--- src/rtl/lfb_pkg.sv ---
package lfb_pkg;

    localparam int ADDR_W   = 32;
    localparam int DATA_W   = 32;
    localparam int WORDS    = 4;
    localparam int SET_W    = 7;
    localparam int OFF_W    = $clog2(WORDS);
    localparam int LW_W     = ADDR_W - 2;
    localparam int LINE_W   = LW_W - OFF_W;
    localparam int TAG_W    = LINE_W - SET_W + 1;

    typedef logic [LINE_W-1:0]  line_t;
    typedef logic [SET_W-1:0]   set_t;
    typedef logic [OFF_W-1:0]   off_t;
    typedef logic [DATA_W-1:0]  word_t;
    typedef logic [LW_W-1:0]    lw_addr_t;
    typedef logic [WORDS-1:0][DATA_W-1:0] line_data_t;

    typedef enum logic {
        CTL_RUN = 1'b0,
        CTL_WB  = 1'b1
    } ctl_e;

    typedef struct packed {
        logic              live;
        logic              nc;
        line_t             line;
        logic [WORDS-1:0]  vld;
    } buf_state_t;

    // Set index of a line; the narrow mode drops the top index bit.
    function automatic set_t set_of(line_t l, logic narrow);
        set_t s;
        s = l[SET_W-1:0];
        if (narrow) s[SET_W-1] = 1'b0;
        return s;
    endfunction

    function automatic line_t line_of(lw_addr_t a);
        return a[LW_W-1:OFF_W];
    endfunction

    function automatic off_t word_of(lw_addr_t a);
        return a[OFF_W-1:0];
    endfunction

endpackage

--- src/rtl/lfb_store.sv ---
module lfb_store
    import lfb_pkg::*;
(
    input  logic       clk,
    input  logic       rst,
    input  logic       clr,
    input  logic       load,
    input  line_t      load_line,
    input  logic       load_nc,
    input  logic       fill_we,
    input  off_t       fill_off,
    input  word_t      fill_data,
    output buf_state_t st_o,
    output line_data_t words_o
);

    buf_state_t st_q;
    line_data_t words_q;

    always_ff @(posedge clk) begin
        if (rst || clr) begin
            st_q <= '0;
        end else if (load) begin
            st_q.live <= 1'b1;
            st_q.nc   <= load_nc;
            st_q.line <= load_line;
            st_q.vld  <= '0;
        end else if (fill_we) begin
            st_q.vld[fill_off] <= 1'b1;
        end
    end

    for (genvar k = 0; k < WORDS; k++) begin : g_word
        always_ff @(posedge clk) begin
            if (fill_we && (fill_off == off_t'(k))) begin
                words_q[k] <= fill_data;
            end
        end
    end

    assign st_o    = st_q;
    assign words_o = words_q;

endmodule

--- src/rtl/lfb_lookup.sv ---
module lfb_lookup
    import lfb_pkg::*;
(
    input  logic             lk_valid,
    input  lw_addr_t         lk_addr,
    input  logic             narrow,
    input  logic             live,
    input  line_t            line,
    input  logic [WORDS-1:0] vld,
    input  line_data_t       words,
    output logic             hit,
    output word_t            data,
    output logic             touch,
    output set_t             buf_set
);

    line_t lk_line;
    off_t  lk_off;
    logic  same_line;
    logic  same_set;

    always_comb begin
        lk_line   = line_of(lk_addr);
        lk_off    = word_of(lk_addr);
        buf_set   = set_of(line, narrow);
        same_line = live && (lk_line == line);
        same_set  = live && (set_of(lk_line, narrow) == buf_set);
        hit       = lk_valid && same_line && vld[lk_off];
        data      = words[lk_off];
        touch     = lk_valid && same_set && !same_line;
    end

endmodule

--- src/rtl/lfb_ctrl.sv ---
module lfb_ctrl
    import lfb_pkg::*;
(
    input  logic  clk,
    input  logic  rst,
    input  logic  clr,
    input  logic  ncbuf_en,
    input  logic  miss,
    input  line_t miss_line,
    input  logic  miss_cache,
    input  logic  miss_instr,
    input  logic  wb_ready,
    input  logic  live,
    input  logic  full,
    input  logic  nc,
    input  logic  touch,
    output logic  load,
    output line_t load_line,
    output logic  load_nc,
    output logic  wb_valid,
    output logic  mru
);

    ctl_e  st_q;
    logic  mru_q;
    line_t pend_line_q;
    logic  pend_nc_q;
    logic  take;
    logic  due;

    always_comb begin
        take      = miss && (st_q == CTL_RUN) &&
                    (miss_cache || (miss_instr && ncbuf_en));
        due       = live && full && mru_q && !nc;
        load      = (take && !due) || ((st_q == CTL_WB) && wb_ready);
        load_line = (st_q == CTL_WB) ? pend_line_q : miss_line;
        load_nc   = (st_q == CTL_WB) ? pend_nc_q   : !miss_cache;
        wb_valid  = (st_q == CTL_WB);
        mru       = mru_q;
    end

    always_ff @(posedge clk) begin
        if (rst || clr) begin
            st_q        <= CTL_RUN;
            pend_line_q <= '0;
            pend_nc_q   <= 1'b0;
        end else begin
            case (st_q)
                CTL_RUN: if (take && due) begin
                    st_q        <= CTL_WB;
                    pend_line_q <= miss_line;
                    pend_nc_q   <= !miss_cache;
                end
                CTL_WB: if (wb_ready) st_q <= CTL_RUN;
                default: st_q <= CTL_RUN;
            endcase
        end
    end

    always_ff @(posedge clk) begin
        if (rst || clr)  mru_q <= 1'b0;
        else if (load)   mru_q <= 1'b1;
        else if (touch)  mru_q <= 1'b0;
    end

endmodule

--- src/rtl/fill_line_buffer.sv ---
module fill_line_buffer
    import lfb_pkg::*;
(
    input  logic              clk,
    input  logic              rst,
    input  logic              inval_i,
    input  logic              split_i,
    input  logic              ncbuf_en_i,
    input  logic              miss_i,
    input  logic [LINE_W-1:0] miss_line_i,
    input  logic              miss_cache_i,
    input  logic              miss_instr_i,
    input  logic              fill_valid_i,
    input  logic [OFF_W-1:0]  fill_off_i,
    input  logic [DATA_W-1:0] fill_data_i,
    input  logic              lk_valid_i,
    input  logic [LW_W-1:0]   lk_addr_i,
    output logic              lk_hit_o,
    output logic [DATA_W-1:0] lk_data_o,
    output logic              busy_o,
    output logic              wb_valid_o,
    input  logic              wb_ready_i,
    output logic [SET_W-1:0]  wb_set_o,
    output logic [TAG_W-1:0]  wb_tag_o,
    output logic [WORDS*DATA_W-1:0] wb_data_o
);

    buf_state_t line_st;
    line_data_t words;
    logic       load;
    line_t      load_line;
    logic       load_nc;
    logic       touch;
    logic       mru_q;
    logic       wb_pend;
    logic       fill_we;
    set_t       buf_set;
    logic [WORDS-1:0] vld_w;
    logic       nc_w;

    assign fill_we = fill_valid_i && line_st.live && !wb_pend;
    assign vld_w   = line_st.vld;
    assign nc_w    = line_st.nc;

    lfb_store u_store (
        .clk       (clk),
        .rst       (rst),
        .clr       (inval_i),
        .load      (load),
        .load_line (load_line),
        .load_nc   (load_nc),
        .fill_we   (fill_we),
        .fill_off  (fill_off_i),
        .fill_data (fill_data_i),
        .st_o      (line_st),
        .words_o   (words)
    );

    lfb_lookup u_lookup (
        .lk_valid (lk_valid_i),
        .lk_addr  (lk_addr_i),
        .narrow   (split_i),
        .live     (line_st.live),
        .line     (line_st.line),
        .vld      (line_st.vld),
        .words    (words),
        .hit      (lk_hit_o),
        .data     (lk_data_o),
        .touch    (touch),
        .buf_set  (buf_set)
    );

    lfb_ctrl u_ctrl (
        .clk        (clk),
        .rst        (rst),
        .clr        (inval_i),
        .ncbuf_en   (ncbuf_en_i),
        .miss       (miss_i),
        .miss_line  (miss_line_i),
        .miss_cache (miss_cache_i),
        .miss_instr (miss_instr_i),
        .wb_ready   (wb_ready_i),
        .live       (line_st.live),
        .full       (&line_st.vld),
        .nc         (line_st.nc),
        .touch      (touch),
        .load       (load),
        .load_line  (load_line),
        .load_nc    (load_nc),
        .wb_valid   (wb_pend),
        .mru        (mru_q)
    );

    assign busy_o     = wb_pend;
    assign wb_valid_o = wb_pend;
    assign wb_set_o   = buf_set;
    assign wb_tag_o   = line_st.line[LINE_W-1:SET_W-1];
    assign wb_data_o  = words;

endmodule

--- config.mk ---
export PLATFORM = sky130hd
export DESIGN_NAME = fill_line_buffer
export DESIGN_NICKNAME = d
export VERILOG_FILES = /design/src/rtl/lfb_pkg.sv /design/src/rtl/lfb_store.sv /design/src/rtl/lfb_lookup.sv /design/src/rtl/lfb_ctrl.sv /design/src/rtl/fill_line_buffer.sv
export SDC_FILE = /design/constraint.sdc
export NUM_CORES = 1
export LEC_CHECK = 0
export ABC_AREA = 1
export BUFFER_PORTS_ARGS = -buffer_cell sky130_fd_sc_hd__buf_4
export CORE_MARGIN = 5
export CORE_UTILIZATION = 53
export DETAILED_ROUTE_END_ITERATION = 7
export PLACE_DENSITY = 0.85
export SYNTH_ARGS = -nofsm -noshare
export SYNTH_HDL_FRONTEND = slang
export SYNTH_SLANG_ARGS = --single-unit
--- constraint.sdc ---
create_clock -name clk -period 7.3 [get_ports clk]
set_input_delay 1.46 -clock clk [delete_from_list [all_inputs] [get_ports clk]]
set_output_delay 1.46 -clock clk [all_outputs]
set_load 0.05 [all_outputs]
### Yosys cells after proc, flatten, opt, wreduce, memory -nomap -nowiden

Index checks and enable logic that the tools add are counted.

| word-level totals | value |
|---|---|
| input port bits | 103 |
| word-level logic and storage cells | 72 |
| register bits | 193 |
| output and inout port bits | 192 |

| cells by class | value |
|---|---|
| reduce and logical (&&, ||, !) cells | 35 |
| bitwise operators | 2 |
| order comparisons | 3 |
| mux-type cells | 15 |
| eq/ne operators | 5 |

Operators by type and width:

| operator | number |
|---|---|
| 32-bit binary-select mux with 2-bit select | 1 |
| 32-bit two-way mux | 1 |
| 28-bit equality test | 1 |
| 28-bit two-way mux | 1 |
| 1-bit logical AND | 22 |
| 1-bit two-way mux | 9 |
| 7-bit equality test | 1 |
| 2-bit by 3-bit less-than comparator with 1-bit output, second input constant | 2 |
| 1-bit zero test | 5 |
| 2-bit equality test, second input constant | 2 |
| 4-bit OR | 1 |
| 4-bit AND reduction | 1 |
| 1-bit logical OR | 3 |
| 1-bit binary-select mux with 2-bit select | 1 |
| 1-bit demux with 2-bit select | 1 |
| 2-bit by 1-bit equality test with 1-bit output, second input constant | 1 |
| 2-bit by 1-bit >= comparator with 1-bit output, second input constant | 1 |
| 2-bit zero test | 1 |
| 1-bit case mux with 2 select lines | 1 |
| 2-bit AND reduction | 1 |
| 2-bit nonzero test | 1 |
| 2-bit OR reduction | 1 |
| 1-bit inverter | 1 |

### Logic depth before layout (Yosys ltp)

| depth | value |
|---|---|
| depth in word-level cells | 8 |
| depth in mapped cells | 12 |
| depth with buffers taken out | 12 |

### Modules after synthesis

From an unflattened synthesis, not the netlist that was laid out.

| unflattened totals | value |
|---|---|
| cell total of the unflattened synthesis | 945 |
| area total of the unflattened synthesis | 8509.4 sq um |

By module, submodules not included:

| module | cells an instance | area each (sq um) | times used |
|---|---|---|---|
| lfb_store | 284 | 5112.4 | 1 |
| lfb_lookup | 383 | 1755.4 | 1 |
| lfb_ctrl | 272 | 1615.3 | 1 |
| fill_line_buffer | 6 | 26.3 | 1 |

### Worst setup path after synthesis

No wires, ideal clock.

| timing | value |
|---|---|
| path type | in2out |
| start point | input port lk_addr_i[4] |
| end point | output port lk_hit_o |
| stages on the path | 6 |
| path slack | 2.730 ns |
| data arrival time | 3.110 ns |
| buffers on the path | 0 |
| required time | 5.840 ns |
| path through | xor2_1 > nor2_1 > nand3_1 > nor2_1 > nand2_1 > a211oi_1 |

| on the way | value |
|---|---|
| cells in the longest elaborated chain, start to end | 4 |

RTL lines:

| what | line | source |
|---|---|---|
| start: declaration | fill_line_buffer.sv:17 | `input logic [LW_W-1:0] lk_addr_i,` |
| 28-bit equality test | lfb_lookup.sv:26 | `same_line = live && (lk_line == line);` |
| 1-bit logical AND | lfb_lookup.sv:26 |  |
| 1-bit logical AND (2 in a row) | lfb_lookup.sv:28 | `hit = lk_valid && same_line && vld[lk_off];` |
| end: declaration | fill_line_buffer.sv:18 | `output logic lk_hit_o,` |

No other way between the ends.

### Worst setup path after layout

| timing | value |
|---|---|
| start point | input port lk_addr_i[0] |
| end point | output port lk_hit_o |

| on the way | value |
|---|---|
| cells in the longest elaborated chain, start to end | 3 |

RTL lines:

| what | line |
|---|---|
| 1-bit binary-select mux with 2-bit select | lfb_lookup.sv:28 |
| 1-bit two-way mux (not written as such) | lfb_lookup.sv:28 |
| 1-bit logical AND | lfb_lookup.sv:28 |

No other way between the ends. The select of a mux whose other input is x is not followed.

==> run metrics <==
Final Hold Fails=0; commonest non-fill, non-tap cell in the layout=buf_4; GR Util met3=0.0626; Via Count=6,822; Area Overhead vs Synth=33.3%; Max Slew Vio Count=0; H-tree depth=4; status=finished, final reports clean; clock slew at reported path FFs=0.06 ns; buffer depth of the longest clock path=2; Worst EP required=5.84 ns; Flop pwr share=0.501; share of cells above drive strength 1=0.323; synth unique cells=27; Comb pwr share=0.114; minimum clock period after layout=4.83 ns; ant diodes=0; cts bufs inserted=17; dpl cells=1,207; vias in the first global route=6,438; Routed Antenna Nets=0; DRC=0; sw frac=0.237; CP Launch Type=input port; RSZ-0062 raised after global routing=no; Max-slew headroom=0.205; Psw=0.561 mW; final setup fails=0; max-cap violations=0; Cell Count, Final, Fillers Out=1,238; Initial Utilization=0.546; critical path type=in -> out; most frequent cells in the layout=buf_4, nor2_1, edfxtp_1; die area=17,600 sq um; GRT Total Usage=0.259; internal power=1.81 mW; fmax=207 MHz; I/O Pins=295; peak supply drop=0.000162 V; worst hold path class=reg -> reg; Root Buffer=clkbuf_16; # resized after CTS=0; Mapped Cells=795; post-route setup TNS=0 ns; worst-skew pair later-pin latency=0.43 ns; clock share of power=0.385; final WL=23,800 um; largest net degree at the start of global routing=68; CTS sink count=193; mapped cell area=8000 sq um; syn_nets=898; Worst Skew=0.00983 ns; EDFF count, synth=128; drt first pass iters=6; Final period util=0.662; met2 Use GR=0.455; PD cells=222 nW/um^2; worst-margin pin slew=1.19 ns; number of setup buffers added after CTS=0; Seq cells post-synth=193; Port Buffer Count=294; vias per std cell=5.51; Syn Area/Cell=10.1 sq um; Critical Path AT=3.37 ns; hold-fix buffers at CTS=0; die width=133 um; CORE AREA=14,600 sq um; Rows=44; GPL Wtd Cong=0.875; GRT overflow=0; Crit. End Element=output pin; GRT met1 Usage=0.307; post-detail-place hpwl=16,500 um; Wirelength per Cell=19.2 um; most used routing layer=met2; Primary FF master, synth=edfxtp_1; final net count=1,145; CTS tree=yes; Die H=133 um; Leak=4.33 nW; first-pass GRT wire length=35,500 um; antenna violations before repair=0; Async SR Flop Fraction=0; count of yosys warnings during synthesis=0; First DRT Iteration DRCs=600; sequential area share after synthesis=0.643; fillcell total=1,069; worst-path maximum fanout=67
## cell usage after synthesis (6+ instances only)
cell	instances	area, sq um
clkbuf_1	26	97.6
a31oi_1	28	175
inv_1	41	154
o21ai_0	78	390
nand2_1	113	424
o21ai_1	49	245
nor2_1	150	563
dfxtp_1	65	1300
buf_4	34	255
xnor2_1	6	52.6
buf_2	6	30.0
edfxtp_1	128	3840
xor2_1	6	52.6
o22ai_1	32	200
## area by class of cell
type                            instances  area, sq um  area share
Clock buffer                           22          444      0.0417
Clock inverter                          9          134      0.0126
Inverter                               44          165      0.0155
Multi-Input combinational cell        485         2280       0.214
Sequential cell                       193         5140       0.483
Tap cell                              184          230      0.0216
Timing Repair Buffer                  301         2260       0.212
## flip-flops by register name, indices dropped and copies added, names as in the netlist
signal / flops
u_store.words_o: 128
u_store.st_o: 34
u_ctrl.pend_line_q: 28
u_ctrl.mru: 1
u_ctrl.pend_nc_q: 1
u_ctrl.wb_valid: 1
## power by group through the flow
| stage | Combinational (mW) | Sequential, mW | Clock [mW] |
|---|---|---|---|
| CTS | 0.271 | 1.18 | 0.925 |
| detailed placement | 0.269 | 1.21 | 0 |
| finish | 0.271 | 1.19 | 0.911 |
| global route | 0.288 | 1.19 | 0.973 |
| global placement | 0.264 | 1.21 | 0 |
| floorplan | 0.155 | 1.22 | 0 |
## metal layers
| metal | part of all wire | up-vias |
|---|---|---|
| li1 | - | 3192 |
| met1 | 0.37 | 3219 |
| met3 | 0.090 | 44 |
| met5 | 0 | - |
| met2 | 0.51 | 367 |
| met4 | 0.027 | 0 |
## worst max-delay path: stages
cell and delay, ns:
buf_4 0.32, inv_2 0.85, nand2_1 0.10, nand3_1 0.10
nand2_1 0.06, a211oi_1 0.20, buf_4 0.24
## path summary, 6_finish.rpt
path | start | end | slack (ns) | depth (start not counted)
hold / removal | u_ctrl.pend_line_q[17] | u_store.st_o[21] | 0.47 | 2
setup reg to reg | u_ctrl.wb_valid | u_ctrl.pend_nc_q | 4.50 | 5
setup / recovery | lk_addr_i[0] | lk_hit_o | 2.47 | 7
hold reg to reg | u_ctrl.pend_line_q[17] | u_store.st_o[21] | 0.47 | 2
## kinds of logic (layout without fill, tap and decap cells)
| group | Yosys count | after routing | share of synthesized area |
|---|---|---|---|
| AND/OR/NAND/NOR | 278 | 278 | 0.135 |
| AO/OA/AOI/OAI | 195 | 195 | 0.133 |
| flip-flops | 193 | 193 | 0.643 |
| buffers and inverters | 117 | 376 | 0.0756 |
| XOR/XNOR | 12 | 12 | 0.0131 |
## per-stage QoR
stage | hold WS, ns | power, mW | setup WS (ns) | util | area (sq um)
global placement | 0.448 | 1.47 | 2.49 | 0.688 | 10100
detailed placement | 0.461 | 1.48 | 2.48 | 0.688 | 10100
floorplan | 0.436 | 1.37 | 2.73 | - | 8000
CTS | 0.471 | 2.38 | 2.49 | 0.728 | 10700
finish | 0.474 | 2.37 | 2.47 | 0.728 | 10700
global route | 0.492 | 2.45 | 2.28 | 0.728 | 10700
Note: power is estimated with default switching activity, not from simulation.
